### config.mk
export PLATFORM = sky130hd
export DESIGN_NAME = rx_addr_filter
export DESIGN_NICKNAME = d
export VERILOG_FILES = /design/src/rtl/rx_addr_filter.sv
export SDC_FILE = /design/constraint.sdc
export NUM_CORES = 1
export LEC_CHECK = 0
export ABC_AREA = 1
export CAP_MARGIN = 40
export CORE_MARGIN = 1
export CORE_UTILIZATION = 47
export CTS_CLUSTER_SIZE = 16
export DETAILED_ROUTE_END_ITERATION = 10
export GPL_TIMING_DRIVEN = 0
export PLACE_DENSITY = 0.65
export SLEW_MARGIN = 20
export SYNTH_ARGS = -nofsm -noshare
export SYNTH_HDL_FRONTEND = slang
export SYNTH_SLANG_ARGS = --single-unit
### constraint.sdc
create_clock -name clk -period 2.45 [get_ports clk]
set_input_delay 0.49 -clock clk [delete_from_list [all_inputs] [get_ports clk]]
set_output_delay 0.49 -clock clk [all_outputs]
set_load 0.03 [all_outputs]
### src/rtl/rx_addr_filter.sv
module rx_addr_filter #(
  parameter int ADDR_BYTES = 6,
  parameter int HASH_WORDS = 4,
  parameter logic [31:0] CRC_POLY = 32'hEDB88320
) (
  input  logic        clk,
  input  logic        rst_n,
  input  logic        cfg_we,
  input  logic [2:0]  cfg_addr,
  input  logic [15:0] cfg_wdata,
  input  logic        rx_sof,
  input  logic        rx_valid,
  input  logic [7:0]  rx_data,
  output logic        decision_valid,
  output logic        decision_accept
);
  localparam int STA_WORDS   = ADDR_BYTES / 2;
  localparam int FRAME_BYTES = 2 * ADDR_BYTES;
  localparam int CNT_W       = $clog2(FRAME_BYTES + 1);
  localparam int IDX_W       = $clog2(HASH_WORDS * 16);
  localparam int CTRL_ADDR   = STA_WORDS + HASH_WORDS;

  logic [15:0] sta_w  [STA_WORDS];
  logic [15:0] hash_w [HASH_WORDS];
  logic [7:0]  sta_b  [ADDR_BYTES];
  logic ctl_promisc, ctl_hash_en, ctl_rej_own;

  for (genvar g = 0; g < STA_WORDS; g++) begin : g_sta
    always_ff @(posedge clk or negedge rst_n)
      if (!rst_n) sta_w[g] <= '0;
      else if (cfg_we && cfg_addr == 3'(g)) sta_w[g] <= cfg_wdata;
    assign sta_b[2*g]   = sta_w[g][15:8];
    assign sta_b[2*g+1] = sta_w[g][7:0];
  end

  for (genvar h = 0; h < HASH_WORDS; h++) begin : g_hash
    always_ff @(posedge clk or negedge rst_n)
      if (!rst_n) hash_w[h] <= '0;
      else if (cfg_we && cfg_addr == 3'(STA_WORDS + h)) hash_w[h] <= cfg_wdata;
  end

  always_ff @(posedge clk or negedge rst_n)
    if (!rst_n) {ctl_rej_own, ctl_hash_en, ctl_promisc} <= '0;
    else if (cfg_we && cfg_addr == 3'(CTRL_ADDR))
      {ctl_rej_own, ctl_hash_en, ctl_promisc} <= cfg_wdata[2:0];

  function automatic logic [31:0] crc_byte(input logic [31:0] c_in, input logic [7:0] d);
    logic [31:0] c;
    c = c_in;
    for (int i = 0; i < 8; i++)
      c = (c >> 1) ^ ((c[0] ^ d[i]) ? CRC_POLY : 32'h0);
    return c;
  endfunction

  logic             active, dst_own, dst_bc, grp, src_own;
  logic [CNT_W-1:0] cnt;
  logic [31:0]      crc;

  wire             take    = rx_valid && (rx_sof || active);
  wire [CNT_W-1:0] pos     = rx_sof ? '0 : cnt;
  wire             in_dst  = pos < CNT_W'(ADDR_BYTES);
  wire [CNT_W-1:0] apos    = in_dst ? pos : pos - CNT_W'(ADDR_BYTES);
  wire             first   = apos == '0;
  wire             last    = pos == CNT_W'(FRAME_BYTES - 1);
  wire             byte_eq = rx_data == sta_b[apos];
  wire             src_fin = src_own & byte_eq;

  wire [IDX_W-1:0] idx      = crc[31 -: IDX_W];
  wire             hash_hit = hash_w[idx[IDX_W-1:4]][idx[3:0]];
  wire             dst_pass = dst_own | dst_bc | (grp & ~dst_bc & ctl_hash_en & hash_hit);
  wire             verdict  = ctl_promisc | (~(ctl_rej_own & src_fin) & dst_pass);

  always_ff @(posedge clk or negedge rst_n) begin
    if (!rst_n) begin
      active <= 1'b0; cnt <= '0; crc <= '1;
      dst_own <= 1'b0; dst_bc <= 1'b0; grp <= 1'b0; src_own <= 1'b0;
      decision_valid <= 1'b0; decision_accept <= 1'b0;
    end else begin
      decision_valid <= 1'b0;
      if (take) begin
        active <= ~last;
        cnt    <= pos + 1'b1;
        if (in_dst) begin
          dst_own <= (first | dst_own) & byte_eq;
          dst_bc  <= (first | dst_bc) & (rx_data == 8'hFF);
          crc     <= crc_byte(first ? '1 : crc, rx_data);
          if (first) grp <= rx_data[0];
        end else begin
          src_own <= (first | src_own) & byte_eq;
        end
        if (last) begin
          decision_valid  <= 1'b1;
          decision_accept <= verdict;
        end
      end
    end
  end
endmodule


# Word level (Yosys, flattened, before mapping)
# Cells that the tools add are included.
[op_classes]
addsub = 2
order_cmp = 4
eq_ne = 10
muxes = 21
n_bitwise = 37
n_reduce_logical = 16
[op_table]
columns = ["op", "n"]
rows = [
  ["$mux W32", 9],
  ["$xor A31 B32 Y32", 8],
  ["$bmux W16 S2", 1],
  ["$mux W16", 2],
  ["$bmux W8 S3", 1],
  ["$mux W8", 2],
  ["$eq A3 B3 Y1 const B", 4],
  ["$and A1 B1 Y1", 9],
  ["$logic_and A1 B1 Y1", 9],
  ["$eq A8 B8 Y1", 1],
  ["$eq A8 B8 Y1 const B", 1],
  ["$mux W4", 2],
  ["$xor A1 B1 Y1", 8],
  ["$eq A3 B2 Y1 const B", 2],
  ["$or A1 B1 Y1", 6],
  ["$reduce_and A2 Y1", 3],
  ["$ge A5 B4 Y1 const B", 1],
  ["$lt A4 B5 Y1 const B", 1],
  ["$not A4 Y5", 1],
  ["$add A4 B1 Y4 const B", 1],
  ["$bmux W1 S4", 1],
  ["$eq A4 B4 Y1 const B", 1],
  ["$logic_not A4 Y1", 1],
  ["$lt A4 B3 Y1 const B", 1],
  ["other kinds (9)", 14],
]
[totals]
ff_bits = 158
in_bits = 32

# Logic depth before layout (Yosys ltp)
[logic_depth]
depth_word = 29
ltp_mapped = 18
ltp_nobuf = 18

# Worst setup path before layout
# No wires, ideal clock.
[synth_timing]
kind = "input port to flip-flop"
start = "input port rx_sof"
end = "register decision_accept"
arrival_ns = 1.967
path_slack_ns = 0.359
stages = 16
n_path_buf = 0
cell_sequence = "nor2_1 -> ha_1 -> inv_1 -> nand2_1 -> nand2_2 -> inv_1 -> nand2_1 -> nand2_1 -> nand2_1 -> nand2_1 -> inv_1 -> nand2_1 -> nor2_1 -> nand3_1 -> nand2_1 -> a21oi_1"
[synth_between]
elab_chain_len = 13
elab_cells_between_ends = 18
cone_classes = "1 x add/sub; 1 x order compare; 2 x eq/ne; 5 x mux; 6 x bitwise; 3 x reduce/logical"
[synth_lines]
columns = ["element", "line", "text"]
rows = [
  ["start: declaration", "11", "input logic rx_sof,"],
  ["$mux W4", "60", "wire [CNT_W-1:0] pos = rx_sof ? '0 : cnt;"],
  ["$sub A4 B3 Y4 or $lt A4 B3 Y1 (tied branches)", "62, 61", ""],
  ["$mux W4", "62", "wire [CNT_W-1:0] apos = in_dst ? pos : pos - CNT_W'(ADDR_BYTES);"],
  ["$not A4 Y5 (implied by the code)", "65", "wire byte_eq = rx_data == sta_b[apos];"],
  ["$bmux W8 S3", "65", ""],
  ["$mux W8 (implied by the code) (2 in series)", "65", ""],
  ["$eq A8 B8 Y1", "65", ""],
  ["$and A1 B1 Y1", "66", "wire src_fin = src_own & byte_eq;"],
  ["$and A1 B1 Y1", "71", "wire verdict = ctl_promisc | (~(ctl_rej_own & src_fin) & dst_pass);"],
  ["$not A1 Y1", "71", ""],
  ["$and A1 B1 Y1", "71", ""],
  ["$or A1 B1 Y1", "71", ""],
  ["end signal: assignment", "93", "decision_accept <= verdict;"],
  ["end: declaration", "15", "output logic decision_accept"],
]
# Several ways; a longest one is shown, not always the timed one. The select of a mux whose other input is x is not followed.
# A chain may end at the register's enable or synchronous reset.

# Worst setup path after layout
[layout_timing]
start = "input port rx_sof"
end = "register crc[13]"
[layout_between]
elab_chain_len = 15
elab_cells_between_ends = 23
cone_classes = "1 x add/sub; 1 x order compare; 6 x mux; 11 x bitwise; 4 x reduce/logical"
[layout_lines]
columns = ["element", "line", "text"]
rows = [
  ["$mux W4", "60", ""],
  ["$sub A4 B3 Y4 or $lt A4 B3 Y1 (tied branches)", "62, 61", ""],
  ["$mux W4", "62", ""],
  ["$logic_not A4 Y1", "63", "wire first = apos == '0;"],
  ["$mux W32", "86", "crc <= crc_byte(first ? '1 : crc, rx_data);"],
  ["$xor A1 B1 Y1 or $xor A31 B32 Y32 (tied branches)", "51", "c = (c >> 1) ^ ((c[0] ^ d[i]) ? CRC_POLY : 32'h0);"],
  ["$mux W32, or another cell as far along", "51", ""],
  ["$xor A31 B32 Y32 or $mux W32 (tied branches)", "51", ""],
  ["$xor A31 B32 Y32 (2 in series)", "51", ""],
  ["$xor A31 B32 Y32 or $xor A1 B1 Y1 (tied branches)", "51", ""],
  ["$xor A31 B32 Y32 or $mux W32 (tied branches)", "51", ""],
  ["$xor A31 B32 Y32 (3 in series)", "51", ""],
  ["end signal: assignment", "86", ""],
  ["end: declaration", "57", "logic [31:0] crc;"],
]
# Several ways; a longest one is shown, not always the timed one.

==> out/qor_table.md <==
| Stage | Item | This run |
| --- | --- | --- |
| cells and area | Fill cell instance count of the final layout | 1717 |
| power and ir drop | Highest ir drop seen on vdd | 0.000772 V |
| sta | Minimum period implied by the final worst setup slack | 2.32 ns |
| cells and area | Count of nets after finishing | 1240 |
| power and ir drop | Pleak | 4.87 nW |
| worst setup path | Data arrival time at the worst-slack endpoint | 2.67 ns |
| worst setup path | Critical path's slowest cell | sky130_fd_sc_hd__nor2_1 |
| worst setup path | Endpoint kind of the worst setup timing path | flip-flop |
| clock network | Root Driver | sky130_fd_sc_hd__clkbuf_16 |
| route | Avg Vias per Cell | 5.34 |
| worst setup path | Endpoint of the most critical register-to-register path | decision_accept$_DFFE_PN0P_ |
| route | Number of optimization iterations in the first detailed-route pass | 5 |
| worst setup path | Critical Path Most Common Cell | sky130_fd_sc_hd__nand2_1 |
| worst setup path | Number of buffer and inverter instances along the worst setup path | 5 |
| route | Post-detailed-route count of antenna-violating nets | 0 |
| logic synthesis | Post-Syn Nets | 1189 |
| logic synthesis | Count of yosys warnings during synthesis | 0 |
| clock network | Total number of H-tree levels | 4 |
| floorplanning | Number of rows in the core area | 48 |
| floorplanning | Die Height | 137 um |
| global routing | Number of global-route vias before repair | 7205 |
| placed design | Post-place instance area | 9190 um2 |
| worst hold path | Hold Path Class | input port to async pin |
| logic synthesis | Fraction of synthesized cell area taken by the top area cell type | 36.9% |
| floorplanning | Ports | 34 |
| logic synthesis | Sequential cell area fraction in the yosys report | 46.8% |
| cells and area | Share of final-layout standard cells stronger than drive strength 1 | 10.7% |
| placed design | Detailed Place HPWL | 17100 um |
| cells and area | Number of antenna cells inserted | 0 |
| worst setup path | Kind of start point of the critical path | input port |
| worst setup path | Crit path required time | 2.79 ns |
| power and ir drop | Overall power of the completed layout | 0.0102 W |
| sta | FMAX | 0.430 GHz |
| logic synthesis | Leading cell types by total area after synthesis | sky130_fd_sc_hd__dfrtp_1 37%, sky130_fd_sc_hd__nand2_1 20%, sky130_fd_sc_hd__dfstp_2 9.8% |
| clock network | Hold buffer count at cts | 0 |
| route | Wire length reported by the detailed router | 24300 um |
| worst setup path | Largest incremental delay on the critical path | 0.53 ns |
| floorplanning | Initial core utilization | 48.7% |
| sta | Max Slew Vio Count | 0 |
| worst setup path | Launch point of the worst reg-to-reg path | crc[30]$_DFFE_PN1P_ |
| route | Via count of the routed design | 7710 |
| clock network | TritonCTS clock tree | yes |
| clock network | CTS sink cnt | 158 |
| sta | Min Hold Slack | 0.0234 ns |
| floorplanning | Die Wd | 137 um |
| worst setup path | Cell chain of the critical path | dlygate4sd2_1, inv_2, nand3_1, nand2_1, nor2_1, inv_1, clkbuf_1, clkbuf_2, nand2_1, o21ai_0 |
| global routing | Total global routing track utilization | 28.0% |
| route | Post-route DRC violation count | 0 |
| logic synthesis | Post-synthesis cell count | 1155 |
| clock network | Number of clock buffers inserted by TritonCTS | 17 |
| logic synthesis | Post-synthesis area per instance | 7.40 um2 |
| logic synthesis | Post-synthesis cell type with the largest combined area | sky130_fd_sc_hd__dfrtp_1 |
| cells and area | Non-Filler Cell Area, Final | 9810 um2 |
| power and ir drop | Power per unit of standard cell area | 1040 nW/um2 |
| global routing | Initial antenna violation count | 0 |
| worst setup path | Class of the most critical setup path | input port to flip-flop |
| floorplanning | DIE AREA | 18700 um2 |
| sta | Setup repair after global routing missed its margin | false |
| outcome | Run status | completed |
| route | Number of violations reported at the end of detailed-routing iteration 0 | 586 |
| global routing | Wire length of the first global-routing pass | 38900 um |
| route | Wirelength per Cell | 16.8 um |
| flow run | Max-cap viol count | 0 |
| clock network | Register clock-pin slew on the reported worst setup and hold paths | 0.07 ns |
| global routing | Grt ovf | 0 |
| sta | Tightest Pin Transition | 0.815 ns |
| clock network | Clock tree buffer depth | 2 |
| sta | Worst Skew | 0.0114 ns |
| sta | Final count of hold timing violations | 0 |
| sta | Final period util | 94.8% |
| clock network | Worst-Skew Late Latency | 0.44 ns |
| global routing | Maximum number of pins on one net before global-route repair | 89 |
| cells and area | Growth of design area from synthesis to finish | 14.9% |
| sta | Max_slew headroom | 45.3% |
| logic synthesis | Distinct cells, synth | 33 |
| worst setup path | Worst path top cell family by delay | buffers and inverters |
| placed design | Count of input and output buffers | 33 |
| placed design | Routability congestion estimate | 0.863 |
| worst setup path | Largest driver fanout on the critical path | 10 |
| logic synthesis | Mapped cell area | 8540 um2 |
| worst setup path | Internal reg-to-reg setup slack | 0.21 ns |
| logic synthesis | Flops & latches, synth | 158 |
| worst setup path | Register-to-Register Path Depth | 14 |
| sta | Count of final setup violators | 0 |
| floorplanning | Core area | 17500 um2 |
-- flip-flops by register name (all words and copies together) (netlist names) --
| name | cells |
|---|---|
| active | 1 |
| src_own | 1 |
| crc | 32 |
| ctl_hash_en | 1 |
| decision_valid | 1 |
| decision_accept | 1 |
| ctl_rej_own | 1 |
| cnt | 4 |
| sta_b | 48 |
| hash_w | 64 |
| ctl_promisc | 1 |
| grp | 1 |
| dst_bc | 1 |
| dst_own | 1 |
-- how the worst max path moves through the flow --
stage                              startpoint                          end  slack, ns  depth (start not counted)
after global routing       cnt[0]$_DFFE_PN0P_          crc[17]$_DFFE_PN1P_       0.01                         15
after CTS                 crc[31]$_DFFE_PN1P_  decision_accept$_DFFE_PN0P_       0.07                         13
after floorplan                        rx_sof  decision_accept$_DFFE_PN0P_       0.36                         16
after global placement                  rst_n       hash_w[63]$_DFFE_PN0P_      -5.68                          1
after detailed placement               rx_sof          crc[14]$_DFFE_PN1P_      -0.75                          8
final                                  rx_sof          crc[13]$_DFFE_PN1P_       0.13                         10
-- cells in the mapped netlist --
cell                         n
sky130_fd_sc_hd__clkbuf_1   40
sky130_fd_sc_hd__or2_0       1
sky130_fd_sc_hd__xnor2_1     9
sky130_fd_sc_hd__o211ai_1    1
sky130_fd_sc_hd__nand3b_1    2
sky130_fd_sc_hd__ha_1        2
sky130_fd_sc_hd__nand3_1   131
sky130_fd_sc_hd__nor2_1     35
sky130_fd_sc_hd__xnor2_2     2
sky130_fd_sc_hd__o21ai_2     1
sky130_fd_sc_hd__a21oi_1     6
sky130_fd_sc_hd__nand2_1   446
sky130_fd_sc_hd__xor2_1     25
sky130_fd_sc_hd__nor3_1      3
sky130_fd_sc_hd__inv_1      85
sky130_fd_sc_hd__buf_2       7
sky130_fd_sc_hd__dfstp_2    32
sky130_fd_sc_hd__inv_2       6
sky130_fd_sc_hd__nand4_1     5
sky130_fd_sc_hd__buf_6       2
sky130_fd_sc_hd__or2_1       1
sky130_fd_sc_hd__clkinv_1    2
sky130_fd_sc_hd__xnor2_4     2
sky130_fd_sc_hd__nand2_2    20
sky130_fd_sc_hd__or2_2       1
sky130_fd_sc_hd__o21ai_1     5
sky130_fd_sc_hd__buf_4       1
sky130_fd_sc_hd__a31oi_1     2
sky130_fd_sc_hd__nand3_2     2
sky130_fd_sc_hd__o21ai_0   144
sky130_fd_sc_hd__dfrtp_1   126
sky130_fd_sc_hd__nand2_4     6
sky130_fd_sc_hd__o21a_1      2
-- metal layers --
layer  up-vias  wire length (um)  global-route usage, %
met5         -                 0                      0
met4         0               517                   9.22
met3        36              1100                   5.26
met2       216             11300                   44.4
met1      3674             11300                   38.6
li1       3784                 -                      -
-- cells in the final DEF, fill, tap and decap left out, types with 2 or more instances in the layout --
cell | synthesis | layout
sky130_fd_sc_hd__a21oi_1 | 6 | 6
sky130_fd_sc_hd__a31oi_1 | 2 | 2
sky130_fd_sc_hd__buf_2 | 7 | 7
sky130_fd_sc_hd__buf_4 | 1 | 2
sky130_fd_sc_hd__buf_6 | 2 | 2
sky130_fd_sc_hd__clkbuf_1 | 40 | 32
sky130_fd_sc_hd__clkbuf_16 | 0 | 17
sky130_fd_sc_hd__clkbuf_2 | 0 | 6
sky130_fd_sc_hd__clkdlybuf4s50_1 | 0 | 31
sky130_fd_sc_hd__clkinv_2 | 0 | 4
sky130_fd_sc_hd__dfrtp_1 | 126 | 126
sky130_fd_sc_hd__dfstp_2 | 32 | 32
sky130_fd_sc_hd__ha_1 | 2 | 2
sky130_fd_sc_hd__inv_1 | 85 | 84
sky130_fd_sc_hd__inv_2 | 6 | 7
sky130_fd_sc_hd__inv_6 | 0 | 5
sky130_fd_sc_hd__inv_8 | 0 | 3
sky130_fd_sc_hd__nand2_1 | 446 | 444
sky130_fd_sc_hd__nand2_2 | 20 | 22
sky130_fd_sc_hd__nand2_4 | 6 | 6
sky130_fd_sc_hd__nand3_1 | 131 | 131
sky130_fd_sc_hd__nand3_2 | 2 | 2
sky130_fd_sc_hd__nand3b_1 | 2 | 2
sky130_fd_sc_hd__nand4_1 | 5 | 5
sky130_fd_sc_hd__nor2_1 | 35 | 34
sky130_fd_sc_hd__nor3_1 | 3 | 3
sky130_fd_sc_hd__o21a_1 | 2 | 2
sky130_fd_sc_hd__o21ai_0 | 144 | 142
sky130_fd_sc_hd__o21ai_1 | 5 | 7
sky130_fd_sc_hd__xnor2_1 | 9 | 9
sky130_fd_sc_hd__xnor2_4 | 2 | 3
sky130_fd_sc_hd__xor2_1 | 25 | 22
sky130_fd_sc_hd__xor2_2 | 0 | 3
-- metrics by stage --
stage / util [%] / instances / setup slack (ns) / TNS, ns
2_1_floorplan: - / 1155 / 0.359 / 0
3_3_place_gp: 52.2 / 1413 / -5.68 / -845.05
3_5_place_dp: 52.4 / 1414 / -0.747 / -17.19
4_1_cts: 55.8 / 1443 / 0.0660 / 0
5_1_grt: 56.0 / 1444 / 0.0100 / 0
6_report: 56.0 / 1444 / 0.127 / 0
-- logic make-up after synthesis --
| logic type | count (synthesis) | share of synthesized area [%] |
|---|---|---|
| adder cells (fa/ha/maj) | 2 | 0.293 |
| buffers and inverters | 143 | 6.61 |
| AND/OR/NAND/NOR | 653 | 32.2 |
| XOR/XNOR | 38 | 4.51 |
| flip-flops | 158 | 46.8 |
| AO/OA/AOI/OAI | 161 | 9.59 |
-- timing repair --
item                       4_1_cts  5_1_grt
setup endpoints to repair       15       12
buffers inserted                 0        1
hold endpoints to repair         0        0
resized for setup                8       16
-- final cells by class --
cell class	instances	area, um2	area share [%]
Inverter	93	352	3.58
Clock inverter	14	150	1.53
Buffer	47	211	2.16
Multi-Input combinational cell	854	4030	41.0
Tap cell	225	282	2.87
Timing Repair Buffer	35	369	3.76
Sequential cell	158	3990	40.7
Clock buffer	18	429	4.37
-- power by group --
part,total [W],internal [W],switching [W]
Combinational,0.00371,0.00130,0.00241
Sequential,0.00384,0.00343,0.000411
Clock,0.00266,0.00144,0.00122
Total,0.0102,0.00617,0.00404
No activity file was read; power rests on OpenSTA's default activity.
